**config.mk**
```make
export PLATFORM = sky130hd
export DESIGN_NAME = spiRxPopBuffer
export DESIGN_NICKNAME = d
export VERILOG_FILES = /design/src/rtl/rxbufPkg.sv /design/src/rtl/rxbufCtrl.sv /design/src/rtl/rxbufData.sv /design/src/rtl/spiRxPopBuffer.sv
export SDC_FILE = /design/constraint.sdc
export NUM_CORES = 1
export LEC_CHECK = 0
export BUFFER_PORTS_ARGS = -buffer_cell sky130_fd_sc_hd__buf_2
export CAP_MARGIN = 10
export CORE_AREA = 2 2 109 111
export CTS_BUF_LIST = sky130_fd_sc_hd__clkbuf_16
export DETAILED_ROUTE_END_ITERATION = 10
export DIE_AREA = 0 0 111 113
export REMOVE_ABC_BUFFERS = 1
export SYNTH_ARGS = -nofsm -noshare
export SYNTH_HDL_FRONTEND = slang
export SYNTH_SLANG_ARGS = --single-unit
```
**constraint.sdc**
```tcl
create_clock -name clk -period 2.3 [get_ports clk]
set_input_delay 0.69 -clock clk [delete_from_list [all_inputs] [get_ports clk]]
set_output_delay 0.69 -clock clk [all_outputs]
set_load 0.02 [all_outputs]
```
**src/rtl/rxbufPkg.sv**
```systemverilog
package rxbufPkg;
  // Strobes from control to datapath for one clock cycle
  typedef struct packed {
    logic pushEn;    // write one slot of the store
    logic pushSel;   // 1: write the waiting frame, 0: write the incoming frame
    logic holdLoad;  // load the incoming frame into the waiting stage
  } strobeT;
endpackage

```
**src/rtl/rxbufCtrl.sv**
```systemverilog
module rxbufCtrl
  import rxbufPkg::*;
#(
  parameter int DEPTH = 4,
  localparam int PTR_W = (DEPTH > 1) ? $clog2(DEPTH) : 1,
  localparam int CNT_W = $clog2(DEPTH + 1)
) (
  input  logic             clk,
  input  logic             rstN,
  input  logic             frameValid,
  input  logic             popReq,
  input  logic             overwriteEn,
  input  logic             clrOvf,
  input  logic             clrDrain,
  input  logic             dmaDone,
  output strobeT           stb,
  output logic [PTR_W-1:0] wrPtr,
  output logic [PTR_W-1:0] rdPtr,
  output logic [CNT_W-1:0] count,
  output logic             ovfFlag,
  output logic             drainFlag
);
  localparam logic [CNT_W-1:0] FULL_CNT = CNT_W'(DEPTH);
  localparam logic [PTR_W-1:0] LAST_PTR = PTR_W'(DEPTH - 1);

  function automatic logic [PTR_W-1:0] nextPtr(input logic [PTR_W-1:0] p);
    return (p == LAST_PTR) ? '0 : p + 1'b1;
  endfunction

  logic             holdValid, holdNext;
  logic             isFull, isEmpty, popOk, roomNow, ovfEvt;
  logic [CNT_W-1:0] countNext;

  assign isFull  = (count == FULL_CNT);
  assign isEmpty = (count == '0);
  assign popOk   = popReq && !isEmpty;
  assign roomNow = !isFull || popOk;
  assign ovfEvt  = frameValid && holdValid && !roomNow;

  always_comb begin
    stb      = '0;
    holdNext = holdValid;
    if (holdValid) begin
      if (roomNow) begin
        stb.pushEn   = 1'b1;
        stb.pushSel  = 1'b1;
        stb.holdLoad = frameValid;
        holdNext     = frameValid;
      end else if (frameValid && overwriteEn) begin
        stb.holdLoad = 1'b1;
      end
    end else if (frameValid) begin
      if (roomNow) begin
        stb.pushEn = 1'b1;
      end else begin
        stb.holdLoad = 1'b1;
        holdNext     = 1'b1;
      end
    end
  end

  always_comb begin
    countNext = count;
    if (stb.pushEn && !popOk)      countNext = count + 1'b1;
    else if (!stb.pushEn && popOk) countNext = count - 1'b1;
  end

  always_ff @(posedge clk) begin
    if (!rstN) begin
      wrPtr     <= '0;
      rdPtr     <= '0;
      count     <= '0;
      holdValid <= 1'b0;
      ovfFlag   <= 1'b0;
      drainFlag <= 1'b0;
    end else begin
      if (stb.pushEn) wrPtr <= nextPtr(wrPtr);
      if (popOk)      rdPtr <= nextPtr(rdPtr);
      count     <= countNext;
      holdValid <= holdNext;
      if (ovfEvt)      ovfFlag <= 1'b1;
      else if (clrOvf) ovfFlag <= 1'b0;
      if (countNext != '0)          drainFlag <= 1'b1;
      else if (clrDrain || dmaDone) drainFlag <= 1'b0;
    end
  end

  // Assertions
  p_count_bound_r2: assert property (@(posedge clk) disable iff (!rstN)
    count <= FULL_CNT);
  p_ptr_wrap_r3: assert property (@(posedge clk) disable iff (!rstN)
    (popReq && count != '0 && rdPtr == LAST_PTR) |=> rdPtr == '0);
  p_empty_pop_r4: assert property (@(posedge clk) disable iff (!rstN)
    (popReq && count == '0) |=> ($stable(count) && $stable(rdPtr)));
  p_push_pop_r5: assert property (@(posedge clk) disable iff (!rstN)
    (stb.pushEn && popReq && count != '0) |=> $stable(count));
  p_ovf_set_r7: assert property (@(posedge clk) disable iff (!rstN)
    (frameValid && holdValid && isFull && !popReq) |=> ovfFlag);
  p_ovf_sticky_r9: assert property (@(posedge clk) disable iff (!rstN)
    (ovfFlag && !clrOvf) |=> ovfFlag);
  p_drain_level_r10: assert property (@(posedge clk) disable iff (!rstN)
    (count != '0) |-> drainFlag);
  p_drain_hold_r11: assert property (@(posedge clk) disable iff (!rstN)
    (drainFlag && !clrDrain && !dmaDone) |=> drainFlag);
endmodule

```
**src/rtl/rxbufData.sv**
```systemverilog
module rxbufData
  import rxbufPkg::*;
#(
  parameter int DATA_W = 16,
  parameter int DEPTH  = 4,
  localparam int PTR_W = (DEPTH > 1) ? $clog2(DEPTH) : 1
) (
  input  logic              clk,
  input  logic              rstN,
  input  strobeT            stb,
  input  logic [PTR_W-1:0]  wrPtr,
  input  logic [PTR_W-1:0]  rdPtr,
  input  logic [DATA_W-1:0] frameData,
  output logic [DATA_W-1:0] popData
);
  logic [DATA_W-1:0] holdReg;
  logic [DATA_W-1:0] slotQ [DEPTH];
  logic [DATA_W-1:0] pushWord;

  assign pushWord = stb.pushSel ? holdReg : frameData;

  always_ff @(posedge clk) begin
    if (!rstN)             holdReg <= '0;
    else if (stb.holdLoad) holdReg <= frameData;
  end

  for (genvar e = 0; e < DEPTH; e++) begin : gSlot
    always_ff @(posedge clk) begin
      if (!rstN)                                      slotQ[e] <= '0;
      else if (stb.pushEn && wrPtr == PTR_W'(e)) slotQ[e] <= pushWord;
    end
  end

  assign popData = slotQ[rdPtr];

  // The waiting frame, not the incoming one, lands in the store
  p_hold_enters_r6: assert property (@(posedge clk) disable iff (!rstN)
    (stb.pushEn && stb.pushSel) |=> slotQ[$past(wrPtr)] == $past(holdReg));
  p_direct_push_r2: assert property (@(posedge clk) disable iff (!rstN)
    (stb.pushEn && !stb.pushSel) |=> slotQ[$past(wrPtr)] == $past(frameData));
endmodule

```
**src/rtl/spiRxPopBuffer.sv**
```systemverilog
module spiRxPopBuffer
  import rxbufPkg::*;
#(
  parameter int DATA_W = 16,
  parameter int DEPTH  = 4,
  localparam int PTR_W = (DEPTH > 1) ? $clog2(DEPTH) : 1,
  localparam int CNT_W = $clog2(DEPTH + 1)
) (
  input  logic              clk,
  input  logic              rstN,
  input  logic              frameValid,
  input  logic [DATA_W-1:0] frameData,
  input  logic              popReq,
  input  logic              overwriteEn,
  input  logic              clrOvf,
  input  logic              clrDrain,
  input  logic              dmaDone,
  output logic [DATA_W-1:0] popData,
  output logic [PTR_W-1:0]  popPtr,
  output logic [CNT_W-1:0]  count,
  output logic              ovfFlag,
  output logic              drainFlag
);
  strobeT           stb;
  logic [PTR_W-1:0] wrPtr;

  rxbufCtrl #(.DEPTH(DEPTH)) uCtrl (
    .clk(clk), .rstN(rstN), .frameValid(frameValid), .popReq(popReq),
    .overwriteEn(overwriteEn), .clrOvf(clrOvf), .clrDrain(clrDrain),
    .dmaDone(dmaDone), .stb(stb), .wrPtr(wrPtr), .rdPtr(popPtr),
    .count(count), .ovfFlag(ovfFlag), .drainFlag(drainFlag)
  );

  rxbufData #(.DATA_W(DATA_W), .DEPTH(DEPTH)) uData (
    .clk(clk), .rstN(rstN), .stb(stb), .wrPtr(wrPtr), .rdPtr(popPtr),
    .frameData(frameData), .popData(popData)
  );
endmodule

```
==> results.py, run 1 <==
metrics = {
    "status": {
        "status": "finished, final reports clean",
    },
    "final_layout": {
        "layout_common_cells": "nor2_1, edfxtp_1, buf_2",
        "regArea_um2": 2486,
        "nets": 423,
        "syn_to_final_growth_pct": 17.93,
        "final_cells": 539,
        "multiInputGateArea_um2": 1719,
        "layout-drive-gt1-share_pct": 31.57,
        "final_common_cell": "nor2_1",
        "diodes": 0,
        "fill_cells": 1023,
    },
    "clock_network": {
        "insertion_delay_ps": 340,
        "clockBufferDepth": 2,
        "htree_levels": 3,
        "numClockSinks": 92,
        "cts.clk_slew.worst_paths_ps": 70,
        "clock-root-buffer": "clkbuf_16",
        "hold_buffers": 0,
        "cts_tree": "yes",
        "numCtsBuffers": 9,
    },
    "die": {
        "ioPinCount": 47,
        "coreArea_um2": 11270,
        "die-area_um2": 12540,
        "die_y_um": 113,
        "rows": 39,
        "start_util_pct": 39.19,
        "die_w_um": 111,
    },
    "critical_path": {
        "crit_fanout": 8,
        "r2r-end": "uData.slotQ[3][14]$_SDFFCE_PN0P_",
        "critPathKind": "reg -> out",
        "start_kind": "flop",
        "critPathMaxStageDelay_ps": 540,
        "critPathSlowestCell": "mux4_2",
        "required_ps": 1610,
        "crit_chain": "buf_12 > mux4_2 > buf_6",
        "r2r_cells": 7,
        "rr_startpoint": "uCtrl.count[1]$_SDFF_PN0_",
        "critical_path_arrival_ps": 1590,
        "worst_setup_path_end_kind": "primary output",
        "r2r_slack_ps": 170,
    },
    "sta": {
        "finalCriticalPeriod_ps": 2280,
        "finalHoldViolCount": 0,
        "grt_setup_unrepaired": "true",
        "setup_viol": 0,
        "final_max_slew_viol_count": 0,
        "layout_setup_ws_ps": 20.50,
        "finalCritPeriodShare_pct": 99.11,
        "worst_pin_slew_ps": 646.1,
        "clock_skew_ps": 6.432,
        "timing.slew.headroom_pct": 56.87,
        "setup_tns_ps": 0,
        "timing.fmax_ghz": 0.4387,
    },
    "drt": {
        "first_iter_violations": 228,
        "drc": 0,
        "routedWlPerCell_um": 17.48,
        "dr.pass1.iters": 6,
        "vias": 2770,
        "drt-vias-per-instance": 5.139,
        "antenna_left": 0,
        "drt_wl_total_um": 9421,
    },
    "global_route": {
        "antenna_found_initial": 0,
        "grt_pass1_wl_um": 15010,
        "grt_pass1_vias": 2791,
        "grt_usage_pct": 15.65,
        "grt_max_degree": 21,
        "grt-ovfl-total": 0,
    },
    "logic_synthesis": {
        "synth_edf_count": 64,
        "async_flop_share_pct": 0,
        "ys_warn_count": 0,
        "ys_ff_latch": 92,
        "ys_seq_area_share_pct": 56.19,
        "ys_types": 49,
        "synthCells": 345,
        "syn-mean-instance-area_um2": 12.81,
        "ys.flop_type": "edfxtp_1",
        "synthesis.area_um2": 4418,
    },
    "pwr": {
        "p_leak_uw": 0.002047,
        "power_density_nw_per_um2": 945.3,
        "power.total_uw": 4925,
        "ir_drop_mv": 0.3995,
    },
    "hold_path": {
        "hold_class": "reg -> reg",
        "hp-start": "uData.holdReg[8]$_SDFFE_PN0P_",
        "min_path_cells": 2,
        "whs_endpoint": "uData.holdReg[8]$_SDFFE_PN0P_",
    },
    "placed_design": {
        "port_buffers": 46,
        "pre_cts_ws_ps": -6.102,
        "gp_congestion": 0.7244,
        "dp_cells": 521,
        "dp_hpwl_um": 5945,
    },
    "job": {
        "drv_cap": 0,
    },
}
## report_power, final
group | switching, uW | internal, uW
combinational | 695 | 605
clock | 638 | 962
sequential | 97.6 | 1930
total | 1430 | 3490
## registers in the layout, summed over array words and instances (netlist names), named ones only
signal / flops
uCtrl.holdValid: 1
uData.slotQ: 64
uCtrl.rdPtr: 2
uCtrl.drainFlag: 1
uCtrl.ovfFlag: 1
uData.holdReg: 16
uCtrl.count: 3
uCtrl.wrPtr: 2
## worst max-delay path by stage
stage                              startpoint                               to  slack [ps]  cells after the start
floorplan           uCtrl.count[1]$_SDFF_PN0_  uData.slotQ[0][0]$_SDFFCE_PN0P_          60                      6
global placement                       popReq   uData.holdReg[11]$_SDFFE_PN0P_          70                      5
detailed placement                     popReq   uData.holdReg[10]$_SDFFE_PN0P_          -6                      5
CTS                                      flop                       popData[4]         -20                      3
global route                             flop                       popData[4]         -20                      3
finish                                   flop                       popData[4]          20                      3
## area by class of cell
| cell class | count | share of cell area, % |
|---|---|---|
| Multi-Input combinational cell | 220 | 33.00 |
| Clock buffer | 9 | 4.323 |
| Sequential cell | 92 | 47.72 |
| Tap cell | 143 | 3.434 |
| Timing Repair Buffer | 58 | 8.934 |
| Clock inverter | 7 | 1.873 |
| Inverter | 10 | 0.7205 |
## through the flow
stage / utilization (%) / hold WS [ps] / cell area, um^2
CTS: 45.82 / 479.1 / 5165
detailed placement: 42.57 / 470.2 / 4798
floorplan: - / 453.2 / 4239
global route: 46.22 / 503.0 / 5210
global placement: 42.57 / 459.5 / 4798
finish: 46.22 / 483.6 / 5210
## critical path, delay by kind of cell, from the launching register on
| family | cells | cell delay [ps] |
|---|---|---|
| muxes | 1 | 540 |
| DFF | 1 | 400 |
| buffers and inverters | 2 | 300 |
## synth_stat cells (2+ instances only)
cell type	number	area [um^2]
nand3_1	6	30.03
a21oi_1	14	70.07
mux4_2	16	360.4
buf_4	3	22.52
buf_1	2	7.510
a21oi_2	10	87.58
nand3_2	10	100.1
nor3b_1	2	15.01
buf_2	7	35.03
o21ai_1	10	50.05
nand2_1	12	45.04
clkbuf_1	2	7.510
o21bai_1	2	15.01
dfxtp_1	28	560.5
inv_1	9	33.78
buf_6	7	78.83
nand3_4	4	70.07
ha_1	8	100.1
edfxtp_1	64	1922
nor2_1	74	277.8
mux2i_1	18	180.2
o21ai_0	10	50.05
## cells by family (layout without fill, tap and decap cells)
kind of cell / Yosys count / count (layout) / share of synthesized area (%)
muxes: 36 / 36 / 13.08
adders and majority gates: 8 / 8 / 2.266
buffers and inverters: 33 / 84 / 4.900
AOI/OAI and AO/OA: 56 / 56 / 8.865
and+or+nand+nor: 120 / 120 / 14.70
DFF: 92 / 92 / 56.19
## layer usage
layer	up-vias	global-route usage [%]	wire length (um)
met5	-	0	0
met4	0	5.500	141
met3	12	2.892	395
met2	65	26.30	4608
met1	1342	20.50	4276
li1	1351	-	-
## repair_timing
item	in CTS	in global routing
buffers inserted	0	1
pin swaps	0	0
gates cloned	1	0
resized for setup	7	8
endpoints found under the setup margin	7	15
(Power assumes the default switching activity.)
==> run 2, diff against run 1 <==
--- a/config.mk
+++ b/config.mk
@@ -11,7 +11,7 @@
 export CTS_BUF_LIST = sky130_fd_sc_hd__clkbuf_16
 export DETAILED_ROUTE_END_ITERATION = 10
 export DIE_AREA = 0 0 111 113
-export REMOVE_ABC_BUFFERS = 1
+export MAX_ROUTING_LAYER = met4
 export SYNTH_ARGS = -nofsm -noshare
 export SYNTH_HDL_FRONTEND = slang
 export SYNTH_SLANG_ARGS = --single-unit
==> run 2 against run 1 <==
Effect of this change: sequential power is essentially flat; critical path depth unchanged; combinational power about the same; wire length rose by 3.4%; utilization fell by 0.067 points; sequential share of layout area rose by 0.069 points; clock-buffer cell count did not move.
==> results.py, run 2 (same netlist as run 1, synthesis figures left out) <==
metrics = {
    "die": {
        "ioPinCount": 47,
        "rows": 39,
        "die_y_um": 113,
        "die_w_um": 111,
        "die-area_um2": 12540,
        "coreArea_um2": 11270,
        "start_util_pct": 39.19,
    },
    "sta": {
        "grt_setup_unrepaired": "true",
        "layout_setup_ws_ps": 3.683,
        "worst_pin_slew_ps": 506.0,
        "setup_viol": 0,
        "final_max_slew_viol_count": 0,
        "finalCriticalPeriod_ps": 2296,
        "finalCritPeriodShare_pct": 99.84,
        "holdWs_ps": 478.3,
        "timing.fmax_ghz": 0.4355,
        "timing.slew.headroom_pct": 65.30,
        "clock_skew_ps": 5.040,
        "finalHoldViolCount": 0,
    },
    "final_layout": {
        "nets": 432,
        "layout-drive-gt1-share_pct": 33.09,
        "final_common_cell": "nor2_1",
        "top_register": "uData.slotQ",
        "layout_common_cells": "nor2_1, edfxtp_1, buf_2",
        "diodes": 0,
        "fill_cells": 1030,
        "largest_reg_flops": 64,
        "syn_to_final_growth_pct": 17.76,
        "top_regs": "uData.slotQ (64), uData.holdReg (16), uCtrl.count (3)",
        "final_area_um2": 5202,
        "fin_util_pct": 46.15,
        "regArea_um2": 2486,
        "multiInputGateArea_um2": 1719,
    },
    "clock_network": {
        "cts_setup_buffers": 0,
        "insertion_delay_ps": 340,
        "numCtsBuffers": 9,
        "clock-root-buffer": "clkbuf_16",
        "cts.clk_slew.worst_paths_ps": 60,
        "numClockSinks": 92,
        "htree_levels": 3,
        "clockBufferDepth": 2,
        "cts_tree": "yes",
    },
    "pwr": {
        "seqPwrFrac_pct": 42.2,
        "power.total_uw": 4791,
        "p_leak_uw": 0.002049,
        "p_switching_uw": 1421,
        "p_sw_share_pct": 29.65,
        "power_density_nw_per_um2": 921.0,
        "intPower_uw": 3371,
        "share_comb_of_total_power_pct": 27.4,
        "clkPwrFrac_pct": 30.4,
        "ir_drop_mv": 0.5986,
    },
    "hold_path": {
        "whs_endpoint": "uData.holdReg[11]$_SDFFE_PN0P_",
        "hp-start": "uData.holdReg[11]$_SDFFE_PN0P_",
        "min_path_cells": 2,
        "hold_class": "reg -> reg",
    },
    "drt": {
        "drt-vias-per-instance": 5.197,
        "antenna_left": 0,
        "dr.pass1.iters": 4,
        "routedWlPerCell_um": 17.77,
        "first_iter_violations": 78,
        "vias": 2848,
        "drt_wl_total_um": 9740,
        "drc": 0,
    },
    "critical_path": {
        "critPathSlowestCell": "mux4_2",
        "critPathMaxStageDelay_ps": 550,
        "r2r-end": "uData.slotQ[0][14]$_SDFFCE_PN0P_",
        "r2r_cells": 7,
        "start_kind": "flop",
        "crit_chain": "buf_12 > mux4_2 > buf_6",
        "worst_setup_path_end_kind": "primary output",
        "required_ps": 1610,
        "critical_path_arrival_ps": 1610,
        "r2r_slack_ps": 190,
        "crit_fanout": 8,
        "rr_startpoint": "uCtrl.count[1]$_SDFF_PN0_",
        "critPathKind": "reg -> out",
    },
    "global_route": {
        "grt_pass1_wl_um": 15590,
        "grt-ovfl-total": 0,
        "grt_max_degree": 17,
        "antenna_found_initial": 0,
        "grt_pass1_vias": 2878,
        "grt_usage_pct": 16.80,
    },
    "placed_design": {
        "gp_congestion": 0.7383,
        "port_buffers": 46,
        "dp_hpwl_um": 6520,
        "dpl_cell_area_um2": 4836,
        "pre_cts_ws_ps": 64.28,
    },
    "job": {
        "drv_cap": 0,
    },
    "logic_synthesis": {
        "synth_fp_nets": 377,
    },
    "status": {
        "status": "finished, final reports clean",
    },
}
## run 2: cell types whose count changed in the layout (fill, tap and decap cells not counted), moves of 2 or more
cell        delta
clkinvlp_4     +3
buf_12         -4
inv_6          -2
buf_4         +14
## run 2: how the worst max path moves through the flow
stage | from | endpoint | slack (ps) | cells after the start
floorplan | uCtrl.count[1]$_SDFF_PN0_ | uData.slotQ[0][0]$_SDFFCE_PN0P_ | 100 | 7
CTS | flop | popData[12] | -30 | 3
finish | flop | popData[12] | 4 | 3
detailed placement | popReq | uData.slotQ[0][14]$_SDFFCE_PN0P_ | 60 | 6
global placement | popReq | uData.slotQ[0][14]$_SDFFCE_PN0P_ | 100 | 6
global route | flop | popData[12] | -30 | 3
## run 2: worst max-delay path: cells and delay by family, from the launching register on
family | cells | cell delay (ps)
mux | 1 | 550
flops | 1 | 400
buf+inv | 2 | 320
## run 2: cell type report
class                      count  area share, %
clock inverter                 7          1.347
clock buffer                   9          4.329
inverter                      10         0.7215
timing repair buffer          67          9.331
multi-input combinational    220          33.04
sequential                    92          47.79
tap                          143          3.439
## run 2: stage by stage
step | TNS [ps] | std cells
after floorplan | 0 | 345
after global placement | 0 | 531
after detailed placement | 0 | 531
after CTS | -47.61 | 548
after global routing | -48.84 | 548
final | 0 | 548
## run 2: what timing repair did
item | CTS | global route
pin swaps | 0 | 0
gates resized for setup | 12 | 4
endpoints found under the setup margin | 7 | 4
hold buffers | 0 | 0
cloned | 1 | 0
## run 2: layer usage
metal	vias to the layer above	share of wire, %	track usage, %	wire length (um)
met2	64	53	29.28	5144
met1	1403	41	19.91	4024
met3	13	4.3	2.999	414
met4	0	1.6	5.417	157
met5	-	0	-	0
li1	1368	-	-	-
## run 2: power by group through the flow
stage,clock network (uW),logic [uW],registers (uW)
detailed placement,0,1250,2040
finish,1460,1310,2020
CTS,1490,1320,2030
global route,1560,1420,2040
global placement,0,1240,2030
floorplan,0,880,2050
==> run 3, diff against run 2 <==
==> constraint.sdc (replaced) <==
create_clock -name clk -period 2.7 [get_ports clk]
set_input_delay 0.81 -clock clk [delete_from_list [all_inputs] [get_ports clk]]
set_output_delay 0.81 -clock clk [all_outputs]
set_load 0.02 [all_outputs]
==> run 3 against run 2 <==
Effect of this change: utilization decreased by 0.77 points; combinational power decreased by 21%; largest power group unchanged; first-iteration DRC count increased by 49%; critical endpoint is now popData[6]; cell count decreased by 1.3%; via count decreased by 1.2%.
==> results.py, run 3 (same netlist as run 1, synthesis figures left out) <==
metrics = {
    "die": {
        "start_util_pct": 39.19,
        "die-area_um2": 12540,
        "ioPinCount": 47,
        "die_y_um": 113,
        "rows": 39,
        "die_w_um": 111,
        "coreArea_um2": 11270,
    },
    "final_layout": {
        "top_register": "uData.slotQ",
        "syn_to_final_growth_pct": 15.80,
        "layout-drive-gt1-share_pct": 31.66,
        "top_regs": "uData.slotQ (64), uData.holdReg (16), uCtrl.count (3)",
        "nets": 425,
        "final_common_cell": "nor2_1",
        "diodes": 0,
        "final_area_um2": 5116,
        "largest_reg_flops": 64,
        "layout_common_cells": "nor2_1, edfxtp_1, buf_2",
    },
    "status": {
        "status": "finished, final reports clean",
    },
    "clock_network": {
        "clock-root-buffer": "clkbuf_16",
        "hold_buffers": 0,
        "cts_setup_buffers": 0,
        "numClockSinks": 92,
        "clockBufferDepth": 2,
        "htree_levels": 3,
        "numCtsBuffers": 9,
        "cts_tree": "yes",
        "cts_resized": 0,
        "insertion_delay_ps": 340,
        "cts.clk_slew.worst_paths_ps": 60,
    },
    "logic_synthesis": {
        "synth_fp_nets": 377,
    },
    "placed_design": {
        "dp_hpwl_um": 6248,
        "port_buffers": 46,
        "pre_cts_ws_ps": 339.4,
        "dpl_cell_area_um2": 4803,
        "gp_congestion": 0.7759,
    },
    "critical_path": {
        "crit_fanout": 16,
        "worst_setup_path_end_kind": "primary output",
        "path_delay_family": "multiplexers",
        "start_kind": "flop",
        "critPathKind": "reg -> out",
        "crit_chain": "buf_12 > mux4_2 > buf_2",
        "r2r_cells": 7,
        "r2r_slack_ps": 540,
        "critical_path_arrival_ps": 1620,
        "critPathBufInv": 2,
        "required_ps": 1890,
        "crit_path_end": "popData[6]",
        "cp.depth": 3,
        "critPathMaxStageDelay_ps": 550,
        "r2r-end": "uData.slotQ[2][1]$_SDFFCE_PN0P_",
        "critPathSlowestCell": "mux4_2",
        "rr_startpoint": "uCtrl.count[1]$_SDFF_PN0_",
    },
    "sta": {
        "worst_pin_slew_ps": 677.7,
        "setup_tns_ps": 0,
        "layout_setup_ws_ps": 266.2,
        "timing.fmax_ghz": 0.4109,
        "finalCriticalPeriod_ps": 2434,
        "clock_skew_ps": 4.610,
        "grt_setup_unrepaired": "false",
        "final_max_slew_viol_count": 0,
        "finalCritPeriodShare_pct": 90.14,
        "finalHoldViolCount": 0,
        "setup_viol": 0,
        "timing.slew.headroom_pct": 54.76,
    },
    "drt": {
        "routedWlPerCell_um": 17.46,
        "dr.pass1.iters": 4,
        "vias": 2814,
        "antenna_left": 0,
        "drc": 0,
        "first_iter_violations": 116,
        "drt-vias-per-instance": 5.201,
        "drt_wl_total_um": 9446,
    },
    "pwr": {
        "power.total_uw": 4042,
        "power_density_nw_per_um2": 790.0,
        "ir_drop_mv": 0.5447,
        "p_leak_uw": 0.002020,
    },
    "global_route": {
        "grt_pass1_wl_um": 15040,
        "grt_usage_pct": 16.05,
        "grt-ovfl-total": 0,
        "grt_max_degree": 19,
        "antenna_found_initial": 0,
        "grt_pass1_vias": 2876,
    },
    "hold_path": {
        "hold_class": "reg -> reg",
    },
    "job": {
        "drv_cap": 0,
    },
}
## run 3: worst min path at each step
stage	slack, ps	startpoint	depth (start not counted)	endpoint
after floorplan	450	uData.holdReg[10]$_SDFFE_PN0P_	2	uData.holdReg[10]$_SDFFE_PN0P_
after global placement	460	uData.holdReg[11]$_SDFFE_PN0P_	2	uData.holdReg[11]$_SDFFE_PN0P_
after detailed placement	470	uData.holdReg[10]$_SDFFE_PN0P_	2	uData.holdReg[10]$_SDFFE_PN0P_
after CTS	480	uData.holdReg[10]$_SDFFE_PN0P_	2	uData.holdReg[10]$_SDFFE_PN0P_
after global routing	500	uData.holdReg[11]$_SDFFE_PN0P_	2	uData.holdReg[11]$_SDFFE_PN0P_
final	480	uData.holdReg[10]$_SDFFE_PN0P_	2	uData.holdReg[10]$_SDFFE_PN0P_
## run 3: cell type report
cell class / instances / area, um^2
clock buffer: 10 / 250.2
fill: 1012 / 6156
inverter: 10 / 37.54
clock inverter: 6 / 62.56
sequential: 92 / 2482
tap: 143 / 178.9
multi-input combinational: 220 / 1719
timing repair buffer: 60 / 385.4
## run 3: power by group
group	total, uW	internal (uW)	switching, uW
clock	1300	773	527
combinational	1030	446	586
sequential	1710	1640	71.4
## run 3: metrics by stage
step | hold slack (ps) | utilization (%) | instances
2_1_floorplan | 453.2 | - | 345
3_3_place_gp | 458.3 | 42.61 | 525
3_5_place_dp | 473.8 | 42.61 | 525
4_1_cts | 482.5 | 45.39 | 541
5_1_grt | 504.1 | 45.39 | 541
6_report | 479.1 | 45.39 | 541
## run 3: per-layer routing
metal | global-route usage [%] | vias to the layer above | routed length, um
li1 | - | 1354 | -
met1 | 19.17 | 1395 | 4193
met2 | 27.32 | 52 | 4779
met3 | 3.482 | 13 | 321
met4 | 5.167 | 0 | 152
met5 | - | - | 0
## run 3: worst register-to-register path, delay by kind of cell, from the launching register on
family,cells,cell delay [ps]
DFF,1,450
adders and majority gates,1,270
buffers and inverters,2,340
and+or+nand+nor,4,800
